**config.mk**
```make
export PLATFORM = sky130hd
export DESIGN_NAME = pie_symbol_decoder
export DESIGN_NICKNAME = d
export VERILOG_FILES = /design/src/rtl/pie_pkg.sv /design/src/rtl/pie_edge_sampler.sv /design/src/rtl/pie_interval_counter.sv /design/src/rtl/pie_frame_ctrl.sv /design/src/rtl/pie_symbol_decoder.sv
export SDC_FILE = /design/constraint.sdc
export NUM_CORES = 1
export LEC_CHECK = 0
export BUFFER_PORTS_ARGS = -buffer_cell sky130_fd_sc_hd__buf_4
export CAP_MARGIN = 20
export CORE_MARGIN = 5
export CORE_UTILIZATION = 52
export DETAILED_ROUTE_END_ITERATION = 6
export GPL_TIMING_DRIVEN = 0
export HOLD_SLACK_MARGIN = 0.15
export PLACE_DENSITY = 0.75
export SLEW_MARGIN = 20
export SYNTH_ARGS = -nofsm -noshare
export SYNTH_HDL_FRONTEND = slang
export SYNTH_SLANG_ARGS = --single-unit
export TNS_END_PERCENT = 50
```
**constraint.sdc**
```tcl
create_clock -name clk -period 4.4 [get_ports clk]
set_input_delay 0.66 -clock clk [delete_from_list [all_inputs] [get_ports clk]]
set_output_delay 0.66 -clock clk [all_outputs]
set_load 0.02 [all_outputs]
```
**src/rtl/pie_pkg.sv**
```systemverilog
package pie_pkg;

   typedef enum logic [2:0] {
      ST_IDLE,
      ST_DELIM,
      ST_REF0,
      ST_RDCAL,
      ST_THIRD,
      ST_DATA
   } pie_state_e;

endpackage

```
**src/rtl/pie_edge_sampler.sv**
```systemverilog
module pie_edge_sampler #(
   parameter int SYNC_STAGES = 1
) (
   input  logic clk,
   input  logic rst_n,
   input  logic env_i,
   output logic rise_o,
   output logic low_o
);

   localparam int TOP = SYNC_STAGES;

   if (SYNC_STAGES < 1) begin : g_bad_sync
      $error("pie_edge_sampler: SYNC_STAGES must be at least 1");
   end

   // sh_q[TOP-1] is the newest synchronised sample, sh_q[TOP] the one before
   logic [TOP:0] sh_q;

   always_ff @(posedge clk or negedge rst_n) begin
      if (!rst_n) begin
         sh_q <= '1;
      end else begin
         sh_q <= {sh_q[TOP-1:0], env_i};
      end
   end

   assign rise_o = sh_q[TOP-1] & ~sh_q[TOP];
   assign low_o  = ~sh_q[TOP-1];

endmodule

```
**src/rtl/pie_interval_counter.sv**
```systemverilog
module pie_interval_counter #(
   parameter int CNT_W    = 8,
   parameter bit SATURATE = 1'b1
) (
   input  logic             clk,
   input  logic             rst_n,
   input  logic             restart_i,
   output logic [CNT_W-1:0] cnt_o
);

   localparam logic [CNT_W-1:0] CNT_MAX = '1;
   localparam logic [CNT_W-1:0] CNT_ONE = CNT_W'(1);

   if (CNT_W < 2) begin : g_bad_width
      $error("pie_interval_counter: CNT_W must be at least 2");
   end

   logic [CNT_W-1:0] nxt;

   if (SATURATE) begin : g_sat
      always_comb nxt = (cnt_o == CNT_MAX) ? CNT_MAX : cnt_o + CNT_ONE;

      AST_CNT_NO_WRAP: assert property (@(posedge clk) disable iff (!rst_n)
         (cnt_o == CNT_MAX) |=> (cnt_o == CNT_MAX || cnt_o == CNT_ONE));
   end else begin : g_wrap
      always_comb nxt = cnt_o + CNT_ONE;
   end

   always_ff @(posedge clk or negedge rst_n) begin
      if (!rst_n) begin
         cnt_o <= '0;
      end else begin
         cnt_o <= restart_i ? CNT_ONE : nxt;
      end
   end

endmodule

```
**src/rtl/pie_frame_ctrl.sv**
```systemverilog
module pie_frame_ctrl
   import pie_pkg::*;
#(
   parameter int CNT_W       = 8,
   parameter int TIMEOUT_CNT = 64
) (
   input  logic             clk,
   input  logic             rst_n,
   input  logic             rise_i,
   input  logic             low_i,
   input  logic [CNT_W-1:0] cnt_i,
   output logic             bit_vld_o,
   output logic             bit_o,
   output logic [CNT_W-1:0] rtcal_o,
   output logic [CNT_W-1:0] trcal_o,
   output logic             trcal_vld_o,
   output logic             frame_start_o,
   output logic             frame_end_o
);

   localparam logic [CNT_W-1:0] TO_LIM = CNT_W'(TIMEOUT_CNT);

   if (TIMEOUT_CNT < 2 || TIMEOUT_CNT > (2**CNT_W) - 1) begin : g_bad_timeout
      $error("pie_frame_ctrl: TIMEOUT_CNT must lie in 2 .. 2**CNT_W-1");
   end

   pie_state_e       state_q;
   logic [CNT_W-1:0] pivot;
   logic             is_one;
   logic             quiet;

   assign pivot  = rtcal_o >> 1;
   assign is_one = cnt_i > pivot;
   assign quiet  = cnt_i >= TO_LIM;

   always_ff @(posedge clk or negedge rst_n) begin
      if (!rst_n) begin
         state_q       <= ST_IDLE;
         bit_vld_o     <= 1'b0;
         bit_o         <= 1'b0;
         rtcal_o       <= '0;
         trcal_o       <= '0;
         trcal_vld_o   <= 1'b0;
         frame_start_o <= 1'b0;
         frame_end_o   <= 1'b0;
      end else begin
         bit_vld_o     <= 1'b0;
         frame_start_o <= 1'b0;
         frame_end_o   <= 1'b0;
         unique case (state_q)
            ST_IDLE: begin
               if (low_i) state_q <= ST_DELIM;
            end
            ST_DELIM: begin
               if (rise_i) begin
                  state_q       <= ST_REF0;
                  frame_start_o <= 1'b1;
                  trcal_vld_o   <= 1'b0;
               end
            end
            default: begin
               if (rise_i) begin
                  unique case (state_q)
                     ST_REF0: state_q <= ST_RDCAL;
                     ST_RDCAL: begin
                        rtcal_o <= cnt_i;
                        state_q <= ST_THIRD;
                     end
                     ST_THIRD: begin
                        state_q <= ST_DATA;
                        if (cnt_i > rtcal_o) begin
                           trcal_o     <= cnt_i;
                           trcal_vld_o <= 1'b1;
                        end else begin
                           bit_vld_o <= 1'b1;
                           bit_o     <= is_one;
                        end
                     end
                     default: begin
                        bit_vld_o <= 1'b1;
                        bit_o     <= is_one;
                     end
                  endcase
               end else if (quiet) begin
                  frame_end_o <= 1'b1;
                  state_q     <= ST_IDLE;
               end
            end
         endcase
      end
   end

   AST_TRCAL_ABOVE_RTCAL: assert property (@(posedge clk) disable iff (!rst_n)
      $rose(trcal_vld_o) |-> (trcal_o > rtcal_o));

   AST_ZERO_AT_OR_BELOW_PIVOT: assert property (@(posedge clk) disable iff (!rst_n)
      (bit_vld_o && !bit_o) |-> ({1'b0, $past(cnt_i)} << 1) <= {1'b0, rtcal_o});

   AST_ONE_ABOVE_PIVOT: assert property (@(posedge clk) disable iff (!rst_n)
      (bit_vld_o && bit_o) |-> ({1'b0, $past(cnt_i)} << 1) > {1'b0, rtcal_o});

   AST_END_AFTER_QUIET: assert property (@(posedge clk) disable iff (!rst_n)
      frame_end_o |-> ($past(cnt_i) >= TO_LIM && !$past(rise_i)));

endmodule

```
**src/rtl/pie_symbol_decoder.sv**
```systemverilog
module pie_symbol_decoder #(
   parameter int CNT_W       = 8,
   parameter int TIMEOUT_CNT = 64,
   parameter int SYNC_STAGES = 1
) (
   input  logic             clk,
   input  logic             rst_n,
   input  logic             env_i,
   output logic             bit_vld_o,
   output logic             bit_o,
   output logic [CNT_W-1:0] rtcal_o,
   output logic [CNT_W-1:0] trcal_o,
   output logic             trcal_vld_o,
   output logic             frame_start_o,
   output logic             frame_end_o
);

   logic             rise;
   logic             low;
   logic [CNT_W-1:0] cnt;

   pie_edge_sampler #(
      .SYNC_STAGES(SYNC_STAGES)
   ) i_sampler (
      .clk   (clk),
      .rst_n (rst_n),
      .env_i (env_i),
      .rise_o(rise),
      .low_o (low)
   );

   pie_interval_counter #(
      .CNT_W   (CNT_W),
      .SATURATE(1'b1)
   ) i_counter (
      .clk      (clk),
      .rst_n    (rst_n),
      .restart_i(rise),
      .cnt_o    (cnt)
   );

   pie_frame_ctrl #(
      .CNT_W      (CNT_W),
      .TIMEOUT_CNT(TIMEOUT_CNT)
   ) i_ctrl (
      .clk          (clk),
      .rst_n        (rst_n),
      .rise_i       (rise),
      .low_i        (low),
      .cnt_i        (cnt),
      .bit_vld_o    (bit_vld_o),
      .bit_o        (bit_o),
      .rtcal_o      (rtcal_o),
      .trcal_o      (trcal_o),
      .trcal_vld_o  (trcal_vld_o),
      .frame_start_o(frame_start_o),
      .frame_end_o  (frame_end_o)
   );

   AST_STROBES_EXCLUSIVE: assert property (@(posedge clk) disable iff (!rst_n)
      $onehot0({bit_vld_o, frame_start_o, frame_end_o}));

endmodule

```
* Word-level counts from Yosys, hierarchy flattened *
Cells that the tools add are included.

word-level totals
  register bits after elaboration = 34
  bits of input ports = 3
  logic and storage cells = 63

cells by class
  add/sub/neg operators = 1
  eq/ne operators = 9
  bitwise operators = 5
  multiplexer cells = 24
  order comparisons = 3
  reductions and logical operators = 11

operators with widths
  cell                                                                    count
  8-bit 2-to-1 mux                                                        2
  4-bit AND reduction                                                     4
  1-bit 2-to-1 mux                                                        13
  3-bit 2-to-1 mux                                                        4
  3-bit case mux with 3 select lines                                      1
  8-bit by 1-bit adder with 8-bit output (second input constant)          1
  8-bit == test (second input constant)                                   1
  8-bit by 7-bit >= comparator with 1-bit output (second input constant)  1
  8-bit by 7-bit greater-than comparator with 1-bit output                1
  8-bit greater-than comparator                                           1
  3-bit by 2-bit == test with 1-bit output (second input constant)        2
  2-bit != test (second input constant)                                   3
  6-bit by 1-bit != test with 1-bit output (second input constant)        1
  1-bit case mux with 2 select lines                                      3
  3-bit case mux with 2 select lines                                      1
  1-bit inverter                                                          4
  2-bit nonzero test                                                      2
  2-bit OR reduction                                                      2
  3-bit by 1-bit == test with 1-bit output (second input constant)        1
  3-bit == test (second input constant)                                   1
  3-bit logical NOT                                                       1
  3-bit AND reduction                                                     1
  3-bit nonzero test                                                      1
  1-bit AND                                                               1

* Depth between registers and ports, before layout *
  depth in word-level cells = 5
  mapped depth = 8
  gate-level depth less buffers = 7

* By module *
From an unflattened synthesis, not the netlist that was laid out.

second synthesis, totals
  cells, all modules = 155
  area, all modules = 1798.0 µm²

modules (own cells, without submodules)
  module                area an instance (µm²)  times used  cells each
  pie_frame_ctrl        1335.0                  1           112
  pie_interval_counter  392.9                   1           39
  pie_edge_sampler      70.1                    1           4

* Worst setup path before layout *
No wires, ideal clock.

  path type = reg-to-reg
  start point = register i_ctrl.rtcal_o[3]
  end point = register i_ctrl.trcal_o[0]
  stages on the path, launching flop included = 9
  arrival time = 2.038 ns
  buffers on the path = 1
  path slack = 2.236 ns
  clock period less this slack = 2.164 ns
  required time = 4.275 ns
  setup time = 0.125 ns
  path through = dfrtp_1 > inv_1 > ha_1 > and4_4 > nor2b_4 > nor4_4 > o2111a_1 > buf_6 > mux2_4

on the way
  word-level cells in the longest chain between the ends = 2

ends and longest elaborated chain
  item                                  RTL line              source
  from (decl)                           pie_frame_ctrl.sv:14  output logic [CNT_W-1:0] rtcal_o,
  from (signal assigned)                pie_frame_ctrl.sv:66  rtcal_o <= cnt_i;
  8-bit greater-than comparator         pie_frame_ctrl.sv:71  if (cnt_i > rtcal_o) begin
  4-bit AND reduction (no source line)  --
  to (signal assigned)                  pie_frame_ctrl.sv:72  trcal_o <= cnt_i;
  to (decl)                             pie_frame_ctrl.sv:15  output logic [CNT_W-1:0] trcal_o,

No other way between the ends.
A chain may end at the register's enable or synchronous reset.

* Final worst setup path *
  start point = register i_counter.cnt_o[3]
  end point = register i_ctrl.trcal_o[5]

on the way
  word-level cells in the longest chain between the ends = 2

ends and longest elaborated chain
  item                                  RTL line                    source
  from (decl)                           pie_interval_counter.sv:8   output logic [CNT_W-1:0] cnt_o
  from (signal assigned)                pie_interval_counter.sv:33  cnt_o <= restart_i ? CNT_ONE : nxt;
  8-bit greater-than comparator         pie_frame_ctrl.sv:71
  4-bit AND reduction (no source line)  --

No other way between the ends.

==> results by group <==
Critical path
  – Reg2Reg Launch Point: i_counter.cnt_o[3]
  – Critical-path cell list: ha_1, and4_4, nor2b_4, nor4_4, o2111a_1, buf_6, mux2_4
  – Worst Setup End Kind: flop
  – Crit. Startpoint: i_counter.cnt_o[3]
  – Levels on crit path: 7
  – Req. time, crit path: 4.64 ns
  – Critical path endpoint: i_ctrl.trcal_o[5]
  – Crit start category: flop
  – Crit path DAT: 2.52 ns
  – CP max FO: 8
  – Reg2reg end: i_ctrl.trcal_o[5]
  – Slowest Stage Delay on Critical Path: 0.50 ns
  – Slowest-stage cell, CP: dfrtp_1
  – R2R depth: 7
  – Critical path's top delay family: simple AND/OR/NAND/NOR gates
  – WP buf/inv: 1
  – R2R setup slack: 2.12 ns
  – Kind of critical path: flop to flop

Clock network
  – Post CTS Setup Buffer Count: 0
  – Clk Latency, worst-skew pair: 0.34 ns
  – Root Buffer: clkbuf_4
  – CTS buffer count: 5
  – Clk sinks: 34
  – H-Tree Depth: 2
  – Clk slew on worst S/H paths: 0.11 ns
  – CTS tree: built
  – CTS resizes: 0
  – Cts hold-fix bufs: 0
  – Clock tree buffer depth: 2

Synth
  – Post-synth top area cell: dfrtp_1
  – Unique masters post-synth: 43
  – Top cells by area, synth: dfrtp_1 (44%), ha_1 (11%), mux2_4 (7.4%), mux2_2 (4.3%), a21oi_1 (3.3%)
  – Cell Area, Synth: 0.00183 sq mm
  – Yosys reg bits: 34
  – Top-count cell post-synth: dfrtp_1
  – Main synth FF type: dfrtp_1
  – Seq/Total Area, Yosys: 46.6%
  – Warnings from Yosys: 0
  – Post-synth ARST share: 100%
  – Commonest cells post-synth: dfrtp_1 (32), ha_1 (16), a21oi_1 (12), inv_1 (12)
  – Number of synthesized flops with an enable pin: 0
  – Post-synthesis cell count: 156
  – Avg Cell Area, Syn: 11.7 sq um
  – Syn_nets: 175
  – Synth top area share: 43.7%

GRT
  – GRT met1 Usage: 18.6%
  – Busiest grt layer: met2
  – First-pass GRT wire length: 5.78 mm
  – Grt met2 use: 23.6%
  – Largest net degree at the start of global routing: 35
  – Initial antenna violation count: 0
  – Remaining global-route overflow: 0
  – M3 GR Usage: 5.07%
  – Total GRT Usage: 14.9%
  – Vias in the first global route: 1,254

Floorplanning
  – Starting Density: 54.5%
  – I/O pin total: 24
  – Die X-Extent: 69.4 microns
  – Die height: 69.4 microns
  – Area of the die: 0.00481 sq mm
  – CORE AREA: 0.00336 sq mm
  – Row cnt: 21

Route
  – Routed Antenna Nets: 0
  – Via density per instance: 5.48
  – Drt pass-1 iters: 4
  – Avg WL per Cell: 15.1 microns
  – Via count: 1,278
  – # DRC: 0
  – Iter 0 DRT Violations: 79
  – Routed wire length: 3.52 mm

Finish
  – Antenna fix cells: 0
  – Area growth from synthesis to layout: 18.4%
  – Filler Cells Inserted: 277
  – Nets@finish: 205
  – Share of cells above drive strength 1: 32.1%

Timing
  – Fin Setup TNS: 0 ns
  – Period utilization: 51.8%
  – Final Hold Fails: 0
  – Final setup fails: 0
  – Slew Limit Fails: 0
  – Worst clock skew: 0.0125 ns
  – Slew @ Worst Pin: 0.473 ns
  – Final hold slack: 0.236 ns
  – FMAX: 439 MHz
  – Slew HR: 68.4%
  – RSZ-0062 raised after global routing: false
  – Crit path time final: 2.28 ns

Power
  – Leakage: 0.00106 uW
  – PD cells: 610 mW/mm^2
  – Maximum vdd drop: 0.000258 V

Place
  – GPL Wtd Cong: 0.763
  – Hpwl dp: 2.59 mm
  – Port bufs: 23

Flow run
  – MaxCap Viol Count: 0

Outcome
  – Run status: finished clean

Min path
  – Hold Path Class: input port to asynchronous set/reset pin
==> metal layers <==
metal | vias up | share of wire (%)
met5 | - | 0
met4 | 0 | 2.2
met3 | 8 | 4.1
met2 | 25 | 47
met1 | 627 | 47
li1 | 618 | -
==> registers in the layout (all words and copies together), names as in the netlist <==
name	count
i_counter.cnt_o	8
i_ctrl.trcal_vld_o	1
i_ctrl.frame_start_o	1
i_sampler.sh_q	2
i_ctrl.bit_vld_o	1
i_ctrl.frame_end_o	1
i_ctrl.bit_o	1
i_ctrl.rtcal_o	8
i_ctrl.trcal_o	8
i_ctrl.state_q	3
==> kinds of logic after synthesis <==
kind of cell	Yosys count	synth area share [%]
AND/OR/NAND/NOR	39	13.6
flip-flops	34	46.6
AO/OA/AOI/OAI	30	11.0
buffers and inverters	16	3.82
multiplexers	16	11.7
adder cells (fa/ha/maj)	16	10.9
XOR/XNOR	5	2.39
==> per-stage QoR <==
| step | instances | worst slack [ns] | util [%] | total power, uW | instance area (sq um) |
|---|---|---|---|---|---|
| final | 233 | 2.12 | 64.5 | 1320 | 2170 |
| after global routing | 233 | 2.04 | 64.5 | 1400 | 2170 |
| after CTS | 233 | 2.13 | 64.5 | 1330 | 2170 |
| after detailed placement | 225 | 2.16 | 61.3 | 1040 | 2060 |
| after global placement | 225 | 2.17 | 61.3 | 1010 | 2060 |
| after floorplan | 156 | 2.24 | - | 870 | 1830 |
==> layout make-up <==
class,instances,area (sq um),area share [%]
inverter,12,45.0,2.08
sequential,34,853,39.4
tap,46,57.6,2.65
buffer,4,25.0,1.15
multi-input combinational,106,908,41.9
clock inverter,3,68.8,3.17
clock buffer,5,37.5,1.73
timing repair buffer,23,173,7.96
==> where the power goes <==
group          internal, uW  switching (uW)  total (uW)
registers               387            82.0         469
logic                   287             275         562
clock network           178             114         291
==> layout by cell type, fill, tap and decap left out, types with 2 or more instances in the layout <==
master / Yosys / layout
a21oi_1: 12 / 12
a31oi_1: 3 / 3
and4b_1: 2 / 2
buf_4: 0 / 23
bufinv_16: 0 / 2
clkbuf_4: 0 / 5
dfrtp_1: 32 / 32
dfstp_2: 2 / 2
ha_1: 16 / 16
inv_1: 12 / 12
mux2_2: 7 / 7
mux2_4: 9 / 9
nand2_1: 9 / 9
nand2b_1: 3 / 3
nand3_1: 3 / 3
nand4_1: 2 / 2
nor2_1: 4 / 4
nor2b_1: 3 / 3
nor3_1: 3 / 3
o21ai_0: 5 / 5
xnor2_1: 4 / 4
==> how the worst min path moves through the flow <==
stage,start,end,slack (ns)
4_1_cts,rst_n,i_ctrl.state_q[1],0.24
3_3_place_gp,i_sampler.sh_q[0],i_sampler.sh_q[1],0.37
2_1_floorplan,rst_n,i_counter.cnt_o[0],0.36
5_1_grt,rst_n,i_counter.cnt_o[5],0.26
3_5_place_dp,i_sampler.sh_q[0],i_sampler.sh_q[1],0.38
6_report,rst_n,i_ctrl.state_q[1],0.24
Note: power is estimated with default switching activity, not from simulation.
